### src/rtl/remap_pkg.sv
package remap_pkg;
   typedef enum logic {
      WIN_PP  = 1'b0,
      WIN_LOW = 1'b1
   } win_e;

   localparam logic [3:0] CFG_PP_SIZE  = 4'h0;
   localparam logic [3:0] CFG_FLAGS    = 4'h4;
   localparam logic [3:0] CFG_COMBINED = 4'h8;
endpackage

### src/rtl/remap_cfg.sv
module remap_cfg
   import remap_pkg::*;
#(
   parameter int ADDR_W      = 20,
   parameter int OFFLINE_BIT = 1
) (
   input  logic              clk,
   input  logic              rst_n,
   input  logic              cfg_we,
   input  logic [3:0]        cfg_addr,
   input  logic [31:0]       cfg_wdata,
   input  logic              flip,
   output logic [ADDR_W-1:0] act_pp,
   output logic [ADDR_W-1:0] act_comb,
   output logic              act_offline,
   output logic              sel
);
   logic [ADDR_W-1:0] pend_pp, pend_comb;
   logic [31:0]       pend_flags;
   logic [31:0]       act_flags;

   // Pending (shadow) copy of the configuration, written at any time.
   always_ff @(posedge clk) begin
      if (!rst_n) begin
         pend_pp    <= '0;
         pend_comb  <= '0;
         pend_flags <= '0;
      end else if (cfg_we) begin
         unique case (cfg_addr)
            CFG_PP_SIZE:  pend_pp    <= cfg_wdata[ADDR_W-1:0];
            CFG_FLAGS:    pend_flags <= cfg_wdata;
            CFG_COMBINED: pend_comb  <= cfg_wdata[ADDR_W-1:0];
            default: ;
         endcase
      end
   end

   // Active copy: loaded, and select toggled, only at the ping-pong event.
   always_ff @(posedge clk) begin
      if (!rst_n) begin
         act_pp    <= '0;
         act_comb  <= '0;
         act_flags <= '0;
         sel       <= 1'b0;
      end else if (flip) begin
         act_pp    <= pend_pp;
         act_comb  <= pend_comb;
         act_flags <= pend_flags;
         sel       <= ~sel;
      end
   end

   assign act_offline = act_flags[OFFLINE_BIT];
endmodule

### src/rtl/remap_lane.sv
module remap_lane
   import remap_pkg::*;
#(
   parameter int ADDR_W   = 20,
   parameter bit HALF_MEM = 1'b0
) (
   input  logic              win,
   input  logic [ADDR_W-1:0] off,
   input  logic              copy,
   input  logic [ADDR_W-1:0] pp_size,
   input  logic [ADDR_W-1:0] comb,
   output logic [ADDR_W-1:0] phys,
   output logic              err
);
   localparam int WW = ADDR_W + 2;

   logic [WW-1:0] span;
   logic [WW-1:0] base, sum, gap;
   logic          win_err;

   generate
      if (HALF_MEM) begin : g_half
         assign span = WW'(1) << (ADDR_W - 1);
      end else begin : g_full
         assign span = WW'(1) << ADDR_W;
      end
   endgenerate

   always_comb begin
      base    = copy ? WW'(comb) : '0;
      gap     = WW'(comb) << 1;
      win_err = 1'b0;
      if (win == WIN_PP) begin
         sum     = base + WW'(off);
         win_err = (off >= pp_size);
      end else begin
         sum     = WW'(off);
         win_err = (WW'(off) < gap);
      end
   end

   assign phys = sum[ADDR_W-1:0];
   assign err  = win_err || (sum >= span);
endmodule

### src/rtl/pingpong_remap.sv
module pingpong_remap
   import remap_pkg::*;
#(
   parameter int ADDR_W      = 20,
   parameter bit HALF_MEM    = 1'b0,
   parameter int OFFLINE_BIT = 1
) (
   input  logic              clk,
   input  logic              rst_n,
   input  logic              cfg_we,
   input  logic [3:0]        cfg_addr,
   input  logic [31:0]       cfg_wdata,
   input  logic              flip,
   input  logic              host_valid,
   input  logic              host_we,
   input  logic              host_ext,
   input  logic              host_win,
   input  logic [ADDR_W-1:0] host_off,
   output logic [ADDR_W-1:0] host_phys,
   output logic              host_err,
   output logic              host_wr_en,
   input  logic              rd_win,
   input  logic [ADDR_W-1:0] rd_off,
   output logic [ADDR_W-1:0] rd_phys,
   output logic              rd_err
);
   generate
      if (ADDR_W < 4 || ADDR_W > 30) begin : g_bad_width
         $error("ADDR_W out of supported range");
      end
      if (OFFLINE_BIT < 0 || OFFLINE_BIT > 31) begin : g_bad_bit
         $error("OFFLINE_BIT must index the 32-bit flag word");
      end
   endgenerate

   logic [ADDR_W-1:0] act_pp, act_comb;
   logic              act_offline, sel;

   remap_cfg #(.ADDR_W(ADDR_W), .OFFLINE_BIT(OFFLINE_BIT)) u_cfg (
      .clk, .rst_n, .cfg_we, .cfg_addr, .cfg_wdata, .flip,
      .act_pp, .act_comb, .act_offline, .sel
   );

   remap_lane #(.ADDR_W(ADDR_W), .HALF_MEM(HALF_MEM)) u_host (
      .win(host_win), .off(host_off), .copy(sel),
      .pp_size(act_pp), .comb(act_comb),
      .phys(host_phys), .err(host_err)
   );

   remap_lane #(.ADDR_W(ADDR_W), .HALF_MEM(HALF_MEM)) u_rend (
      .win(rd_win), .off(rd_off), .copy(~sel),
      .pp_size(act_pp), .comb(act_comb),
      .phys(rd_phys), .err(rd_err)
   );

   assign host_wr_en = host_valid && host_we && !host_err
                       && !(act_offline && host_ext);
endmodule

### config.mk
export PLATFORM = sky130hd
export DESIGN_NAME = pingpong_remap
export DESIGN_NICKNAME = d
export VERILOG_FILES = /design/src/rtl/remap_pkg.sv /design/src/rtl/remap_cfg.sv /design/src/rtl/remap_lane.sv /design/src/rtl/pingpong_remap.sv
export SDC_FILE = /design/constraint.sdc
export NUM_CORES = 1
export LEC_CHECK = 0
export CAP_MARGIN = 20
export CORE_AREA = 2 2 121 123
export CTS_BUF_LIST = sky130_fd_sc_hd__clkbuf_8
export CTS_CLUSTER_SIZE = 12
export DETAILED_ROUTE_END_ITERATION = 7
export DIE_AREA = 0 0 123 125
export DONT_BUFFER_PORTS = 1
export GPL_TIMING_DRIVEN = 1
export HOLD_SLACK_MARGIN = 0.1
export PLACE_DENSITY_LB_ADDON = 0.12
export SETUP_SLACK_MARGIN = 0.5
export SLEW_MARGIN = 20
export SYNTH_ARGS = -nofsm -noshare
export SYNTH_HDL_FRONTEND = slang
export SYNTH_SLANG_ARGS = --single-unit
### constraint.sdc
create_clock -name clk -period 7.6 [get_ports clk]
set_input_delay 0.76 -clock clk [delete_from_list [all_inputs] [get_ports clk]]
set_output_delay 0.76 -clock clk [all_outputs]
set_load 0.02 [all_outputs]
==> results.py, run 1 <==
metrics = {
    "clock_network": {
        "cts_buffers": 9,
        "htree_levels": 3,
        "clockRootBuffer": "clkbuf_8",
        "clk_path_buf_depth": 2,
        "ctsResizeCount": 0,
        "cts_hold_buffers": 0,
        "post_cts_buffers": 0,
        "cts_sinks": 83,
        "clk_latency_ps": 360,
        "cts_tree": "yes",
        "cts.clk_slew.worst_paths_ps": 70,
    },
    "synth": {
        "syn_area_mm2": 0.007625,
        "synthArstFlopShare_pct": 0,
        "synth_compound_area_share_pct": 23.38,
        "ys.flop_type": "dfxtp_1",
        "ys_warn_count": 0,
        "synth.distinct_cells": 59,
        "synthAdderAreaFrac_pct": 19.56,
        "avgSynthCellArea_um2": 7.788,
        "synth_edf_count": 0,
        "synthSimpleGateAreaFrac_pct": 21.81,
        "synth_mux_area_share_pct": 6.367,
        "synth_nets": 1182,
        "synth_seq_cells": 83,
        "synth_xor_area_share_pct": 2.297,
        "synth_top_family_by_area": "compound AO/OA/AOI/OAI gates",
        "synthCells": 979,
        "yosysSeqAreaShare_pct": 21.79,
    },
    "power": {
        "p_per_area_mw_per_mm2": 112.6,
        "p_total_mw": 0.8852,
        "p_leak_nw": 3.157,
        "ir_drop_v": 0.0001584,
    },
    "place": {
        "hpwl_mm": 15.25,
        "portBuffers": 0,
        "gp_congestion": 0.8982,
        "dp_slack_ps": 3495,
    },
    "critical_path": {
        "critPathLaunchType": "flop",
        "critPathArrivalTime_ps": 3770,
        "crit_required_ps": 6840,
        "end_kind": "output port",
        "critical_path_class": "flop to output port",
        "crit_fanout": 39,
    },
    "routing": {
        "dr.first_iter.drc_count": 274,
        "drc": 0,
        "routedWlPerCell_um": 17.01,
        "ant_nets": 0,
        "num_vias": 6675,
        "dr.pass1.iters": 4,
        "wl_mm": 19.29,
        "vias_per_cell": 5.886,
    },
    "run_status": {
        "status": "completed",
    },
    "sta": {
        "rsz0062_at_grt": "no",
        "hold_slack_ps": 463.7,
        "setup_viol": 0,
        "clock.fmax_ghz": 0.2208,
        "finalHoldViolCount": 0,
        "fin_ws_ps": 3070,
        "slew_viol_final": 0,
        "post-route-period-util_pct": 59.60,
        "slew_headroom_pct": 27.65,
        "clock_skew_ps": 7.847,
        "max_slew.worst_pin.slew_ps": 1079,
        "finalCriticalPeriod_ps": 4530,
        "fin_tns_setup_ps": 0,
    },
    "global_routing": {
        "grt_antenna_before_repair": 0,
        "grt_pass1_wl_mm": 30.53,
        "grt_remaining_overflow": 0,
        "grt_usage_pct": 24.83,
        "grt_max_degree": 84,
        "grt_pass1_vias": 6063,
    },
    "floorplan": {
        "io_pins": 128,
        "die_y_um": 125,
        "fp.dieW_um": 123,
        "num_rows": 44,
        "start_util_pct": 53.68,
        "die-area_mm2": 0.01538,
        "core_area_mm2": 0.01420,
    },
    "finish": {
        "final_cell_mix": "nand2_1, ha_1, dfxtp_1, a21oi_1, nor2_1",
        "n_fill_cell": 1449,
        "postLayoutCoreUtil_pct": 55.36,
        "n_antenna_cell": 0,
        "drive_above_1_share_pct": 2.842,
        "seqCellArea_mm2": 0.001662,
        "layout_commonest_cell": "nand2_1",
        "syn_to_final_growth_pct": 3.118,
        "fin_nets": 1149,
        "multi_input_area_mm2": 0.005608,
    },
    "hold_path": {
        "worstHoldPathType": "flop to flop",
    },
    "job": {
        "drv_cap": 0,
    },
}
-- layer usage --
layer | up-vias | share of wire [%] | track usage (%)
li1 | 3429 | - | -
met1 | 3040 | 47 | 34.00
met2 | 183 | 45 | 40.69
met3 | 23 | 6.2 | 4.060
met4 | 0 | 1.4 | 5.949
met5 | - | 0 | 0
-- worst max-delay path: stages, from the launching register on --
cell and delay (ps):
dfxtp_1 330, buf_4 260, and2_1 190, ha_1 210
fa_1 440, a211oi_1 450, o21ai_2 180, a211oi_2 350
nor3_1 120, a211o_1 430, a211oi_2 440
-- sequential cells by signal, indices dropped and copies added (netlist names) --
signal / count
u_cfg.act_comb: 20
u_cfg.act_flags: 1
u_cfg.act_pp: 20
u_cfg.pend_comb: 20
u_cfg.pend_flags: 1
u_cfg.pend_pp: 20
u_cfg.sel: 1
-- synthesized netlist by cell type (all sizes together) (5+ instances only) --
master,n,share of area [%]
xnor2,11,1.3
o21ai,57,3.8
a21boi,43,4.2
nor2,54,2.7
o21bai,6,0.59
a21oi,56,3.7
nor3,17,1.1
dfxtp,83,22
ha,116,19
o21a,12,1.2
nand4,14,1.1
mux2i,44,5.8
o211ai,7,0.69
nand2,155,7.6
and2,23,1.9
o31ai,5,0.49
a21o,26,2.6
xor2,9,1.0
a2111oi,5,0.82
and3,5,0.41
buf,9,0.56
a211o,5,0.57
a211oi,14,1.5
nor2b,49,4.0
clkbuf,38,1.9
nand3,7,0.46
inv,48,2.4
nor3b,7,0.69
-- area by class of cell --
type,instances,share of cell area (%)
repair buffers,3,0.2864
flip-flops and latches,83,21.13
inverters,48,2.292
multi-input cells,801,71.32
well taps,184,2.928
clock buffers,10,1.750
clock inverters,5,0.2864
-- power breakdown --
part           internal (mW)  switching, mW
clock                  0.122          0.148
combinational         0.0701          0.104
sequential             0.439        0.00295
-- final timing paths --
kind	from	slack, ps	cells after the start	to
max	u_cfg.sel	3070	10	host_wr_en
max reg2reg	u_cfg.act_comb[19]	6760	2	u_cfg.act_comb[19]
min	u_cfg.pend_pp[13]	460	2	u_cfg.pend_pp[13]
min reg2reg	u_cfg.pend_pp[13]	460	2	u_cfg.pend_pp[13]
-- cell families (layout without fill, tap and decap cells) --
group | Yosys count | after routing
buffers and inverters | 95 | 66
AND/OR/NAND/NOR | 349 | 349
XOR/XNOR | 20 | 20
multiplexers | 48 | 48
AO/OA/AOI/OAI | 266 | 266
flip-flops | 83 | 83
adder cells (fa/ha/maj) | 118 | 118
-- stage by stage --
| stage | cell area [um2] | std cells |
|---|---|---|
| final | 7863 | 1134 |
| after global routing | 7863 | 1134 |
| after CTS | 7863 | 1134 |
| after detailed placement | 7702 | 1119 |
| after global placement | 7702 | 1119 |
| after floorplan | 7625 | 979 |
Power figures use the tool's default switching activity.
==> run 2: changes to the inputs <==
Settings changed: ABC_AREA from default to 1, CORE_AREA 2 2 121 123 to 2 2 122 124, DIE_AREA 0 0 123 125 to 0 0 124 126.
Clock period 7.6 ns to 4.7 ns, I/O delays scaled along.
==> run 2 against run 1 <==
  * Sequential power up 69%
  * Die area is 1.6% higher
  * Register-to-register slack worse by 3100 ps
  * Combinational power rose to 3.0 times the previous value
  * Critical endpoint unchanged
==> results.py, run 2 <==
metrics = {
    "run_status": {
        "status": "completed",
    },
    "clock_network": {
        "post_cts_buffers": 0,
        "htree_levels": 3,
        "cts_hold_buffers": 0,
        "cts_buffers": 9,
        "ctsResizeCount": 0,
        "clockRootBuffer": "clkbuf_8",
        "clk_latency_ps": 360,
        "cts_tree": "yes",
        "cts_sinks": 83,
        "cts.clk_slew.worst_paths_ps": 90,
        "clk_path_buf_depth": 2,
    },
    "sta": {
        "max_slew.worst_pin.slew_ps": 742.3,
        "setup_viol": 0,
        "clock.fmax_ghz": 0.2676,
        "fin_tns_setup_ps": 0,
        "finalHoldViolCount": 0,
        "slew_viol_final": 0,
        "slew_headroom_pct": 50.37,
        "post-route-period-util_pct": 79.51,
        "rsz0062_at_grt": "no",
        "clock_skew_ps": 8.059,
        "finalCriticalPeriod_ps": 3737,
    },
    "critical_path": {
        "critPathLaunchType": "flop",
        "crit_required_ps": 4230,
        "rrSetupSlack_ps": 3650,
        "end_kind": "output port",
        "critPathArrivalTime_ps": 3270,
        "critical_path_class": "flop to output port",
        "crit_fanout": 29,
    },
    "routing": {
        "dr.first_iter.drc_count": 580,
        "drc": 0,
        "dr.pass1.iters": 5,
        "ant_nets": 0,
        "num_vias": 7630,
        "vias_per_cell": 5.521,
        "wl_mm": 21.56,
        "routedWlPerCell_um": 15.60,
    },
    "synth": {
        "yosysSeqAreaShare_pct": 21.69,
        "yosysTopAreaCellShare_pct": 21.69,
        "avgSynthCellArea_um2": 6.286,
        "synth_common_cells": "nand2_1, inv_1, a21oi_1",
        "synth_mux_area_share_pct": 0,
        "synth_compound_area_share_pct": 19.55,
        "ys_warn_count": 0,
        "synth_nets": 1422,
        "synth_top_cell_by_area": "dfxtp_1",
        "synth_area_leaders": "dfxtp_1, ha_1, nand2_1",
        "synth_xor_area_share_pct": 0.2286,
        "synth_top_family_by_area": "simple AND/OR/NAND/NOR gates",
        "synthCells": 1219,
        "synthArstFlopShare_pct": 0,
        "syn_area_mm2": 0.007662,
        "synth.distinct_cells": 39,
        "synthSimpleGateAreaFrac_pct": 29.15,
        "ys.flop_type": "dfxtp_1",
        "synth.most_common_cell": "nand2_1",
        "synth_seq_cells": 83,
        "synthAdderAreaFrac_pct": 19.46,
        "synth_edf_count": 0,
    },
    "place": {
        "gp_congestion": 0.9510,
        "portBuffers": 0,
        "hpwl_mm": 17.62,
        "dp.cells": 1366,
    },
    "floorplan": {
        "io_pins": 128,
        "die-area_mm2": 0.01562,
        "fp.dieW_um": 124,
        "num_rows": 44,
        "core_area_mm2": 0.01431,
        "die_y_um": 126,
        "start_util_pct": 53.53,
    },
    "global_routing": {
        "grt_antenna_before_repair": 0,
        "grt_pass1_vias": 6777,
        "grt_max_degree": 84,
        "grt_remaining_overflow": 0,
        "grt_pass1_wl_mm": 34.33,
        "grt_usage_pct": 28.09,
    },
    "finish": {
        "stdcell_count": 1382,
        "layout_commonest_cell": "nand2_1",
        "n_fill_cell": 1539,
        "postLayoutCoreUtil_pct": 55.87,
        "fin_nets": 1396,
        "drive_above_1_share_pct": 3.840,
        "n_antenna_cell": 0,
        "syn_to_final_growth_pct": 4.360,
        "final_cell_mix": "nand2_1, inv_1, a21oi_1, o21ai_0, ha_1",
    },
    "hold_path": {
        "worstHoldPathType": "input port to flop",
    },
    "job": {
        "drv_cap": 0,
    },
    "power": {
        "p_leak_nw": 3.991,
        "p_total_mw": 1.879,
        "ir_drop_v": 0.0002516,
        "p_per_area_mw_per_mm2": 234.9,
    },
}
[run 2: cell count changes in the layout (fill, tap and decap cells not counted), sizes merged, moves of 60 or more]
cell,before,now
nand3,7,67
o21ai,57,130
nor2,54,116
inv,50,165
nand2,155,297
a21oi,56,144
[run 2: path summary, 6_finish.rpt]
path                                   startpoint  depth (start not counted)               end
worst max-delay path                    u_cfg.sel                         13        host_wr_en
worst min-delay path                         flip                          1   u_cfg.act_pp[4]
worst max register to register          u_cfg.sel                          3         u_cfg.sel
worst min register to register  u_cfg.pend_pp[18]                          2  u_cfg.act_pp[18]
[run 2: cell type report]
| class | count | area (um2) | area share [%] |
|---|---|---|---|
| multi-input cells | 935 | 5240 | 65.53 |
| flip-flops and latches | 83 | 1662 | 20.78 |
| inverters | 162 | 608.1 | 7.604 |
| well taps | 184 | 230.2 | 2.879 |
| clock buffers | 9 | 123.9 | 1.549 |
| clock inverters | 7 | 117.6 | 1.471 |
| repair buffers | 2 | 15.01 | 0.1878 |
[run 2: power by group]
| part | switching, mW | internal [mW] | total [mW] | leakage, nW |
|---|---|---|---|---|
| Clock | 0.263 | 0.354 | 0.617 | 0.128 |
| Sequential | 0.0177 | 0.730 | 0.747 | 0.678 |
| Combinational | 0.343 | 0.172 | 0.514 | 3.18 |
[run 2: cells by family (layout without fill, tap and decap cells)]
logic type | Yosys count | count (layout)
flops | 83 | 83
fa+ha+maj | 118 | 118
xor+xnor | 2 | 2
simple gates | 528 | 528
compound gates | 287 | 287
buf+inv | 201 | 180
[run 2: through the flow]
step                setup slack (ps)  instance area, um2  hold slack, ps
CTS                            958.5                7996           169.1
global route                   673.2                7996           166.1
detailed placement              1370                7755           444.5
floorplan                       1902                7662           429.7
finish                         963.0                7996           186.5
global placement                1394                7755           439.9
[run 2: worst max-delay path, cell delays in order (launching register included)]
cell     delay (ps)
dfxtp_1         740
buf_4           390
nand2_1         110
inv_1            80
ha_1            290
nand3_1         130
nand3_2         110
nand3_1         100
nand3_1         150
nand2_1         140
nand3_1          80
nand2_1          60
nand2_1         170
nor2_1          360
[run 2: per-layer routing]
| layer | track usage [%] | routed length, um | part of all wire [%] | vias to the layer above |
|---|---|---|---|---|
| li1 | - | - | - | 3974 |
| met1 | 40.35 | 10350 | 48 | 3402 |
| met2 | 43.89 | 9392 | 44 | 231 |
| met3 | 4.937 | 1451 | 6.7 | 23 |
| met4 | 6.213 | 362 | 1.7 | 0 |
| met5 | 0 | 0 | 0 | - |
